===== src/rtl/wdt_pkg.sv =====
// Package: shared types and helpers for the steerable watchdog.
// Assumes the control byte packs steer | multiplier | resolution from MSB to LSB.
package wdt_pkg;

    // Outcome of a timeout, used by the expiry stage to choose its outputs.
    typedef enum logic [1:0] {
        EXP_NONE  = 2'd0,
        EXP_IRQ   = 2'd1,
        EXP_RESET = 2'd2
    } wdt_exp_e;

    // Counter width needed for the largest multiplier at the coarsest resolution.
    function automatic int cnt_width(input int mult_w, input int res_w);
        return mult_w + 2 * ((1 << res_w) - 1);
    endfunction

    // Classify an expiry from the steering bit.
    function automatic wdt_exp_e classify(input logic hit, input logic steer);
        if (!hit)  return EXP_NONE;
        if (steer) return EXP_RESET;
        return EXP_IRQ;
    endfunction

endpackage


===== src/rtl/wdt_cfg_reg.sv =====
// Module: wdt_cfg_reg
// Holds the watchdog control byte. A write loads new contents. A steered
// expiry clears the byte, which disables the watchdog. A write and a
// self-clear never happen in the same cycle, because any access blocks
// expiry upstream; the write is still given priority for safety.
module wdt_cfg_reg #(
    parameter int CFG_W = 8
) (
    input  logic             clk,
    input  logic             rst_n,
    input  logic             wr_en,
    input  logic [CFG_W-1:0] wr_data,
    input  logic             self_clr,
    output logic [CFG_W-1:0] cfg_q
);

    // Control byte storage with synchronous reset, write, and self-clear.
    always_ff @(posedge clk) begin
        if (!rst_n) begin
            cfg_q <= '0;
        end else if (wr_en) begin
            cfg_q <= wr_data;
        end else if (self_clr) begin
            cfg_q <= '0;
        end
    end

endmodule


===== src/rtl/wdt_timeout_calc.sv =====
// Module: wdt_timeout_calc
// Converts multiplier and resolution fields into a tick count:
// timeout = mult * 4^res. This is purely combinational. A zero multiplier
// gives a zero timeout, which downstream treats as disabled.
module wdt_timeout_calc #(
    parameter int MULT_W = 5,
    parameter int RES_W  = 2,
    parameter int CNT_W  = MULT_W + 2 * ((1 << RES_W) - 1)
) (
    input  logic [MULT_W-1:0] mult,
    input  logic [RES_W-1:0]  res,
    output logic [CNT_W-1:0]  timeout,
    output logic              enabled
);

    localparam int N_RES = 1 << RES_W;
    localparam int PAD_W = CNT_W - MULT_W;

    logic [CNT_W-1:0] cand [N_RES];

    // One shifted copy of the multiplier per resolution code.
    for (genvar g = 0; g < N_RES; g++) begin : g_res
        assign cand[g] = {{PAD_W{1'b0}}, mult} << (2 * g);
    end

    // Select the candidate named by the resolution code.
    always_comb begin
        timeout = '0;
        for (int i = 0; i < N_RES; i++) begin
            if (res == RES_W'(i)) timeout = cand[i];
        end
    end

    // Enabled whenever the multiplier is nonzero.
    assign enabled = |mult;

endmodule


===== src/rtl/wdt_counter.sv =====
// Module: wdt_counter
// One-shot down counter. A load reloads it and arms it when the value is
// nonzero. Each tick decrements it while armed. The tick that takes it from
// one to zero raises the combinational hit output and disarms it. A load
// always wins over a tick in the same cycle.
module wdt_counter #(
    parameter int CNT_W = 11
) (
    input  logic             clk,
    input  logic             rst_n,
    input  logic             load,
    input  logic [CNT_W-1:0] load_val,
    input  logic             load_en,
    input  logic             tick,
    output logic             hit
);

    localparam logic [CNT_W-1:0] ONE = CNT_W'(1);

    logic [CNT_W-1:0] cnt;
    logic             armed;

    // Reload on access, otherwise count ticks down while armed.
    always_ff @(posedge clk) begin
        if (!rst_n) begin
            cnt   <= '0;
            armed <= 1'b0;
        end else if (load) begin
            cnt   <= load_en ? load_val : '0;
            armed <= load_en;
        end else if (armed && tick) begin
            cnt <= cnt - ONE;
            if (cnt == ONE) armed <= 1'b0;
        end
    end

    // Final tick of an armed count, unless a reload takes priority.
    assign hit = armed && tick && !load && (cnt == ONE);

endmodule


===== src/rtl/wdt_expiry.sv =====
// Module: wdt_expiry
// Turns a counter hit into the block's outputs. It sets the sticky flag and
// pulses either the interrupt or the reset request with the century strobe,
// as the steering bit decides. A restart clears the flag. Assumes the hit is
// already blocked during a restart.
module wdt_expiry
    import wdt_pkg::*;
(
    input  logic clk,
    input  logic rst_n,
    input  logic hit,
    input  logic steer,
    input  logic restart,
    output logic self_clr,
    output logic irq_pulse,
    output logic rst_req,
    output logic cent_clr,
    output logic wd_flag
);

    wdt_exp_e kind;

    // Decode what kind of expiry, if any, happens this cycle.
    assign kind     = classify(hit, steer);
    assign self_clr = (kind == EXP_RESET);

    // Sticky timeout flag: a restart clears it, an expiry sets it.
    always_ff @(posedge clk) begin
        if (!rst_n) begin
            wd_flag <= 1'b0;
        end else if (restart) begin
            wd_flag <= 1'b0;
        end else if (kind != EXP_NONE) begin
            wd_flag <= 1'b1;
        end
    end

    // Registered one-cycle pulses for the interrupt and the steered reset.
    always_ff @(posedge clk) begin
        if (!rst_n) begin
            irq_pulse <= 1'b0;
            rst_req   <= 1'b0;
            cent_clr  <= 1'b0;
        end else begin
            irq_pulse <= (kind == EXP_IRQ);
            rst_req   <= (kind == EXP_RESET);
            cent_clr  <= (kind == EXP_RESET);
        end
    end

endmodule


===== src/rtl/wdt_steer.sv =====
// Module: wdt_steer (top)
// Byte-programmed watchdog. Any register access restarts the count; a write
// reloads from the new byte, a read from the stored byte. On expiry the
// block raises a flag and either interrupts or requests a reset. Assumes
// tick is a one-clock enable and that strobes are single-cycle qualified.
module wdt_steer #(
    parameter int MULT_W = 5,
    parameter int RES_W  = 2
) (
    input  logic                      clk,
    input  logic                      rst_n,
    input  logic                      reg_wr,
    input  logic                      reg_rd,
    input  logic [MULT_W+RES_W:0]     wr_data,
    input  logic                      tick,
    output logic                      irq_pulse,
    output logic                      rst_req,
    output logic                      cent_clr,
    output logic                      wd_flag,
    output logic [MULT_W+RES_W:0]     cfg_q
);

    localparam int CFG_W    = MULT_W + RES_W + 1;
    localparam int CNT_W    = wdt_pkg::cnt_width(MULT_W, RES_W);
    localparam int STEER_B  = CFG_W - 1;

    logic             restart;
    logic [CFG_W-1:0] reload_src;
    logic [CNT_W-1:0] timeout;
    logic             tmo_en;
    logic             hit;
    logic             self_clr;

    // Any access restarts the count; a write supplies the fresh value.
    assign restart    = reg_wr || reg_rd;
    assign reload_src = reg_wr ? wr_data : cfg_q;

    wdt_cfg_reg #(.CFG_W(CFG_W)) u_cfg (
        .clk      (clk),
        .rst_n    (rst_n),
        .wr_en    (reg_wr),
        .wr_data  (wr_data),
        .self_clr (self_clr),
        .cfg_q    (cfg_q)
    );

    wdt_timeout_calc #(.MULT_W(MULT_W), .RES_W(RES_W), .CNT_W(CNT_W)) u_calc (
        .mult    (reload_src[STEER_B-1:RES_W]),
        .res     (reload_src[RES_W-1:0]),
        .timeout (timeout),
        .enabled (tmo_en)
    );

    wdt_counter #(.CNT_W(CNT_W)) u_cnt (
        .clk      (clk),
        .rst_n    (rst_n),
        .load     (restart),
        .load_val (timeout),
        .load_en  (tmo_en),
        .tick     (tick),
        .hit      (hit)
    );

    wdt_expiry u_exp (
        .clk       (clk),
        .rst_n     (rst_n),
        .hit       (hit),
        .steer     (cfg_q[STEER_B]),
        .restart   (restart),
        .self_clr  (self_clr),
        .irq_pulse (irq_pulse),
        .rst_req   (rst_req),
        .cent_clr  (cent_clr),
        .wd_flag   (wd_flag)
    );

endmodule


===== config.mk =====
export PLATFORM = sky130hd
export DESIGN_NAME = wdt_steer
export DESIGN_NICKNAME = d
export VERILOG_FILES = /design/src/rtl/wdt_pkg.sv /design/src/rtl/wdt_cfg_reg.sv /design/src/rtl/wdt_timeout_calc.sv /design/src/rtl/wdt_counter.sv /design/src/rtl/wdt_expiry.sv /design/src/rtl/wdt_steer.sv
export SDC_FILE = /design/constraint.sdc
export NUM_CORES = 1
export LEC_CHECK = 0
export ABC_AREA = 0
export ABC_CLOCK_PERIOD_IN_PS = 4750
export BUFFER_PORTS_ARGS = -buffer_cell sky130_fd_sc_hd__buf_2
export CELL_PAD_IN_SITES_DETAIL_PLACEMENT = 1
export CELL_PAD_IN_SITES_GLOBAL_PLACEMENT = 2
export CORE_UTILIZATION = 36
export CTS_CLUSTER_DIAMETER = 30
export CTS_CLUSTER_SIZE = 25
export DETAILED_ROUTE_END_ITERATION = 7
export PLACE_DENSITY = 0.81
export SKIP_CTS_REPAIR_TIMING = 1
export SLEW_MARGIN = 20
export SYNTH_ARGS = -nofsm -noshare
export SYNTH_HDL_FRONTEND = slang
export SYNTH_SLANG_ARGS = --single-unit

===== constraint.sdc =====
create_clock -name clk -period 4.75 [get_ports clk]
set_clock_uncertainty 0.15 [all_clocks]
set_input_delay 0.7125 -clock clk [delete_from_list [all_inputs] [get_ports clk]]
set_output_delay 0.7125 -clock clk [all_outputs]
set_load 0.01 [all_outputs]

==> impl_metrics.tcl, run 1 <==
set metrics [dict create \
    cp_max_fo 17 \
    syn-instance-count 151 \
    final_hold_viol_count 0 \
    yosys_warnings 0 \
    die_h_microns 64.2 \
    grt_pass1_wl_microns 5940 \
    clock-sinks 23 \
    slew_viol_final 0 \
    worstMarginPinSlew_ns 0.519 \
    cts_buffers 3 \
    maxSlewHeadroom_pct 65.1 \
    core_area_sq_um 3690 \
    worstPathArrival_ns 2.12 \
    syn2layout_area_growth_pct 11.9 \
    dp.cells 216 \
    ir_worst_vdd_mv 0.132 \
    synthTopCellsByArea "dfxtp_1 33%, mux2i_1 7.9%, nor2_1 3.5%" \
    grt_overflow 0 \
    synth_edf_count 0 \
    dieArea_sq_um 4120 \
    finalNonFillerCells 220 \
    wirelength_microns 3580 \
    ios 25 \
    clk_pin_slew_ns 0.08 \
    wire_per_inst_microns 16.3 \
    crit_type "primary input to flip-flop" \
    fin_nets 188 \
    drt_iter0_drc 51 \
    track_usage_pct 19.1 \
    cts_tree "done" \
    power_density_nw_per_um2 295 \
    p_leak_nw 0.659 \
    portBuffers 24 \
    start_kind "primary input" \
    setup_viol 0 \
    h-tree-depth 1 \
    ys_async_sr_fraction_pct 0 \
    cap_violations 0 \
    synth_ff_type "dfxtp_1" \
    viasPerCell 5.52 \
    fmax_mhz 476 \
    yosysUniqueCellTypes 54 \
    first_pass_iters 4 \
    insertion_delay_ns 0.27 \
    netlist.top_cell.by_area "dfxtp_1" \
    netlist_area_sq_um 1390 \
    ant_nets 0 \
    synth-seq-cells 23 \
    grt_max_degree 19 \
    rsz0062_at_grt "no" \
    period_needed_ns 2.10 \
    die_w_microns 64.2 \
    cts-root-buf "clkbuf_8" \
    cp.required_ns 4.77 \
    vias 1215 \
    status "finished, final reports clean" \
    synth_area_per_cell_sq_um 9.22 \
    period_share_pct 44.3 \
    syn_nets 166 \
    yosysSeqAreaShare_pct 33.1 \
    min_path_type "flip-flop to flip-flop" \
    crit_path_end_kind "flip-flop" \
    dp_hpwl_microns 2780 \
    clk_path_buf_depth 2 \
    start_util_pct 37.8 \
    antenna_cells 0 \
    drive_gt1_share_pct 25.6 \
    gp_congestion 0.850 \
    yosysTopAreaCellShare_pct 33.1 \
    drc 0 \
    antenna_found_initial 0 \
    grt_pass1_vias 1198 \
    fp-row-count 22 \
    final.setup.tns_ns 0 \
]
==> worst max-delay path, stage by stage <==
cell     delay (ns)
buf_2          0.32
mux2i_1        0.40
and4_1         0.28
a21oi_1        0.12
a32o_1         0.28
==> synth_stat cells (2+ instances only) <==
| cell type | number |
|---|---|
| a21o_1 | 3 |
| a21oi_1 | 3 |
| a31oi_1 | 2 |
| a32o_1 | 2 |
| a32oi_1 | 3 |
| buf_4 | 5 |
| dfxtp_1 | 23 |
| ha_1 | 2 |
| inv_1 | 6 |
| mux2i_1 | 11 |
| nand2_1 | 10 |
| nand3_1 | 6 |
| nand4_1 | 2 |
| nor2_1 | 13 |
| nor2b_1 | 2 |
| nor3_1 | 6 |
| nor3b_1 | 2 |
| nor4_1 | 2 |
| nor4_2 | 2 |
| o2111ai_1 | 2 |
| o21ai_0 | 7 |
| or2_2 | 3 |
| xor2_1 | 3 |
==> report_power, final <==
| group | leakage [nW] | switching (mW) | total (mW) | internal [mW] |
|---|---|---|---|---|
| clock | 0.0228 | 0.0679 | 0.128 | 0.0602 |
| combinational | 0.448 | 0.0626 | 0.114 | 0.0516 |
| sequential | 0.188 | 0.0136 | 0.217 | 0.204 |
==> through the flow <==
stage	utilization (%)	total power, mW	instance area, sq um	worst slack, ns	hold WS [ns]
floorplan	-	0.308	1390	2.73	0.301
global placement	41.0	0.335	1510	2.38	0.283
detailed placement	41.0	0.336	1510	2.35	0.300
CTS	42.2	0.466	1560	2.65	0.315
global route	42.2	0.486	1560	2.52	0.348
finish	42.2	0.460	1560	2.65	0.308
==> layout make-up <==
type                            count  area (sq um)
Clock buffer                        4          45.0
Inverter                            6          22.5
Fill cell                         453          2130
Timing Repair Buffer               25           128
Sequential cell                    23           460
Multi-Input combinational cell    114           842
Tap cell                           48          60.1
==> flip-flops by register name (all words and copies together) (netlist names) <==
name / flops
u_cnt.cnt: 11
u_cfg.cfg_q: 8
u_cnt.armed: 1
u_exp.irq_pulse: 1
u_exp.rst_req: 1
u_exp.wd_flag: 1
==> routing by layer <==
metal,GRT usage [%],routed length [microns],up-vias
met3,3.21,95,9
met1,24.2,1700,583
met4,8.33,90,0
met5,0,0,-
li1,-,-,600
met2,31.5,1690,23
==> cells by family (layout without fill, tap and decap cells) <==
kind of cell	count (synthesis)	count (layout)	synth area share, %
muxes	14	14	11.3
and+or+nand+nor	62	62	27.5
AOI/OAI and AO/OA	32	32	17.3
buffers and inverters	14	35	6.47
adders and majority gates	2	2	1.80
DFF	23	23	33.1
xor gates and xnor gates	4	4	2.52
==> cells in the final DEF (no fill, tap or decap), types with 3 or more instances in the layout <==
master    count
a21o_1        3
a21oi_1       3
a32oi_1       3
buf_2        24
clkbuf_8      3
dfxtp_1      23
inv_1         6
mux2i_1      11
nand2_1      10
nand3_1       6
nor2_1       13
nor3_1        6
o21ai_0       7
or2_2         3
xor2_1        3
==> path summary, 6_finish.rpt <==
check | slack, ns | endpoint | cells after the start | startpoint
setup / recovery | 2.65 | u_cnt.cnt[5] | 5 | reg_wr
hold / removal | 0.31 | u_exp.wd_flag | 2 | u_exp.wd_flag
setup reg to reg | 2.78 | u_cnt.cnt[8] | 6 | u_cnt.cnt[0]
hold reg to reg | 0.31 | u_exp.wd_flag | 2 | u_exp.wd_flag
Note: power is estimated with default switching activity, not from simulation.
==> inputs of run 2 (changes only) <==
Settings changed: ABC_AREA 0 to 1, ABC_CLOCK_PERIOD_IN_PS 4750 to 1700, CORE_UTILIZATION 36 to 27, PLACE_DENSITY 0.81 to 0.73.
Clock period 4.75 ns to 1.7 ns, I/O delays scaled along.
==> run 2 against run 1 <==
  * Sequential share of layout area down 4.6 points
  * Register-to-register slack got worse by 2.6 ns
  * Critical path depth up 3
  * Sequential cell count did not move
  * Sequential power rose to 2.8 times the previous value
  * Synthesized cell count grew 56%
  * Die area is 43% higher
  * Cell count up 55%
  * Global-route usage decreased by 1.9 points
  * Combinational power rose to 3.7 times the previous value
==> impl_metrics.tcl, run 2 <==
set metrics [dict create \
    min_from "rst_n" \
    grt_pass1_vias 1626 \
    fmax_mhz 650 \
    synthTopCellsByArea "dfxtp_1 31%, nand2_1 16%, nand3_1 8.0%" \
    start_util_pct 28.7 \
    synth-seq-cells 23 \
    yosysUniqueCellTypes 28 \
    syn2layout_area_growth_pct 22.5 \
    dp_hpwl_microns 3660 \
    timing.critical_path.mode_cell "nor2_1" \
    netlist.top_cell.by_area "dfxtp_1" \
    reg2reg_depth 8 \
    cap_violations 0 \
    synth_edf_count 0 \
    synth.top_cells.by_count "63 x nand2_1, 29 x inv_1, 24 x nand3_1" \
    p_leak_nw 0.956 \
    portBuffers 24 \
    worstPathArrival_ns 1.56 \
    yosysMostFrequentCell "nand2_1" \
    final_hold_viol_count 0 \
    cp_max_fo 8 \
    gp_congestion 0.736 \
    largest_register_ffs 11 \
    worstMarginPinSlew_ns 0.359 \
    cpPeakStageDelay_ns 0.34 \
    r2r_slack_ns 0.16 \
    wire_per_inst_microns 13.5 \
    syn_nets 250 \
    first_pass_iters 4 \
    grt_max_degree 14 \
    antenna_found_initial 0 \
    power_density_nw_per_um2 748 \
    yosysTopAreaCellShare_pct 30.6 \
    multi_input_area_sq_um 870 \
    final.setup.tns_ns 0 \
    reg_top3 "u_cnt.cnt x11, u_cfg.cfg_q x8" \
    crit_type "flip-flop to flip-flop" \
    final_common_cell "nand2_1" \
    dieArea_sq_um 5870 \
    max_flop_register "u_cnt.cnt" \
    period_needed_ns 1.54 \
    rr_startpoint "u_cnt.cnt[6]" \
    clock-sinks 23 \
    viasPerCell 4.66 \
    fp-row-count 26 \
    ir_worst_vdd_mv 0.377 \
    ys_async_sr_fraction_pct 0 \
    h-tree-depth 1 \
    rr_endpoint "u_cfg.cfg_q[3]" \
    cts-root-buf "clkbuf_8" \
    yosysSeqAreaShare_pct 30.6 \
    setup_viol 0 \
    final_cell_mix "63 x nand2_1, 29 x inv_1, 24 x nand3_1, 24 x buf_2, 23 x dfxtp_1" \
    vias 1593 \
    track_usage_pct 17.2 \
    core_area_sq_um 5240 \
    insertion_delay_ns 0.27 \
    ios 25 \
    drive_gt1_share_pct 22.4 \
    start_kind "flip-flop" \
    synth_ff_type "dfxtp_1" \
    cp_cell_sequence "nor2_1, nand2_1, nor2_1, nand3b_1, nor2_2, nand2_4, nand3_1, inv_1" \
    drc 0 \
    wirelength_microns 4610 \
    synth_area_per_cell_sq_um 6.40 \
    holdPathStages 3 \
    netlist_area_sq_um 1500 \
    cts_buffers 3 \
    cts_tree "done" \
    slowest_stage "dfxtp_1" \
    finalPower_mw 1.38 \
    maxSlewHeadroom_pct 76.0 \
    period_share_pct 90.5 \
    die_w_microns 76.6 \
    grt_pass1_wl_microns 8020 \
    yosys_warnings 0 \
    seq_area_sq_um 460 \
    whs_endpoint "u_cnt.cnt[5]" \
    cp.required_ns 1.72 \
    drt_iter0_drc 79 \
    die_h_microns 76.6 \
    fin_nets 288 \
    crit_path_end_kind "flip-flop" \
    slew_viol_final 0 \
    clk_path_buf_depth 2 \
    min_path_type "primary input to flip-flop" \
    ant_nets 0 \
    status "finished, final reports clean" \
    clk_pin_slew_ns 0.09 \
    antenna_cells 0 \
    nFillCells 707 \
    syn-instance-count 235 \
    grt_overflow 0 \
]
## run 2: where the power goes
| part | internal (mW) | switching (mW) |
|---|---|---|
| registers | 0.571 | 0.0287 |
| clock network | 0.168 | 0.193 |
| logic | 0.166 | 0.251 |
| total | 0.905 | 0.473 |
## run 2: metal layers
metal | vias up | GRT usage [%] | wire, microns
met3 | 2 | 2.51 | 124
met4 | 0 | 4.04 | 27
met2 | 22 | 28.3 | 2100
met1 | 748 | 23.4 | 2360
met5 | - | 0 | 0
li1 | 821 | - | -
## run 2: critical path: cells and delay by family (launching register included)
family                 cells  cell delay (ns)
buffers and inverters      1             0.05
AND/OR/NAND/NOR            7             0.89
flip-flops                 1             0.34
## run 2: per-stage QoR
stage	instances	hold WS (ns)	util [%]	cell area (sq um)	worst slack (ns)
after global placement	337	0.297	34.0	1780	0.0552
final	342	0.127	35.2	1840	0.162
after CTS	341	0.122	34.9	1830	0.133
after floorplan	235	0.243	-	1500	0.225
after detailed placement	337	0.330	34.0	1780	0.0582
after global routing	342	0.120	35.2	1840	-0.00376
## run 2: logic make-up (layout without fill, tap and decap cells)
group / count (synthesis) / after routing / synth area share [%]
adder cells (fa/ha/maj): 2 / 2 / 1.66
AND/OR/NAND/NOR: 128 / 128 / 38.9
buffers and inverters: 39 / 76 / 12.2
AO/OA/AOI/OAI: 41 / 41 / 15.5
XOR/XNOR: 2 / 2 / 1.16
flip-flops: 23 / 23 / 30.6
## run 2: how the worst max path moves through the flow
stage	endpoint	cells past startpoint	start	slack, ns
2_1_floorplan	u_cnt.cnt[8]	8	u_cnt.cnt[0]	0.23
3_3_place_gp	u_cnt.cnt[3]	7	reg_wr	0.06
3_5_place_dp	u_cnt.cnt[3]	7	reg_wr	0.06
4_1_cts	u_cfg.cfg_q[3]	8	u_cnt.cnt[6]	0.13
5_1_grt	u_cfg.cfg_q[3]	8	u_cnt.cnt[6]	-0.004
6_report	u_cfg.cfg_q[3]	8	u_cnt.cnt[6]	0.16
## run 2: area by class of cell
type | count | area share, %
clock buffer | 4 | 2.44
multi-input combinational | 173 | 47.2
timing repair buffer | 42 | 14.5
tap | 70 | 4.75
sequential | 23 | 25.0
inverter | 30 | 6.11
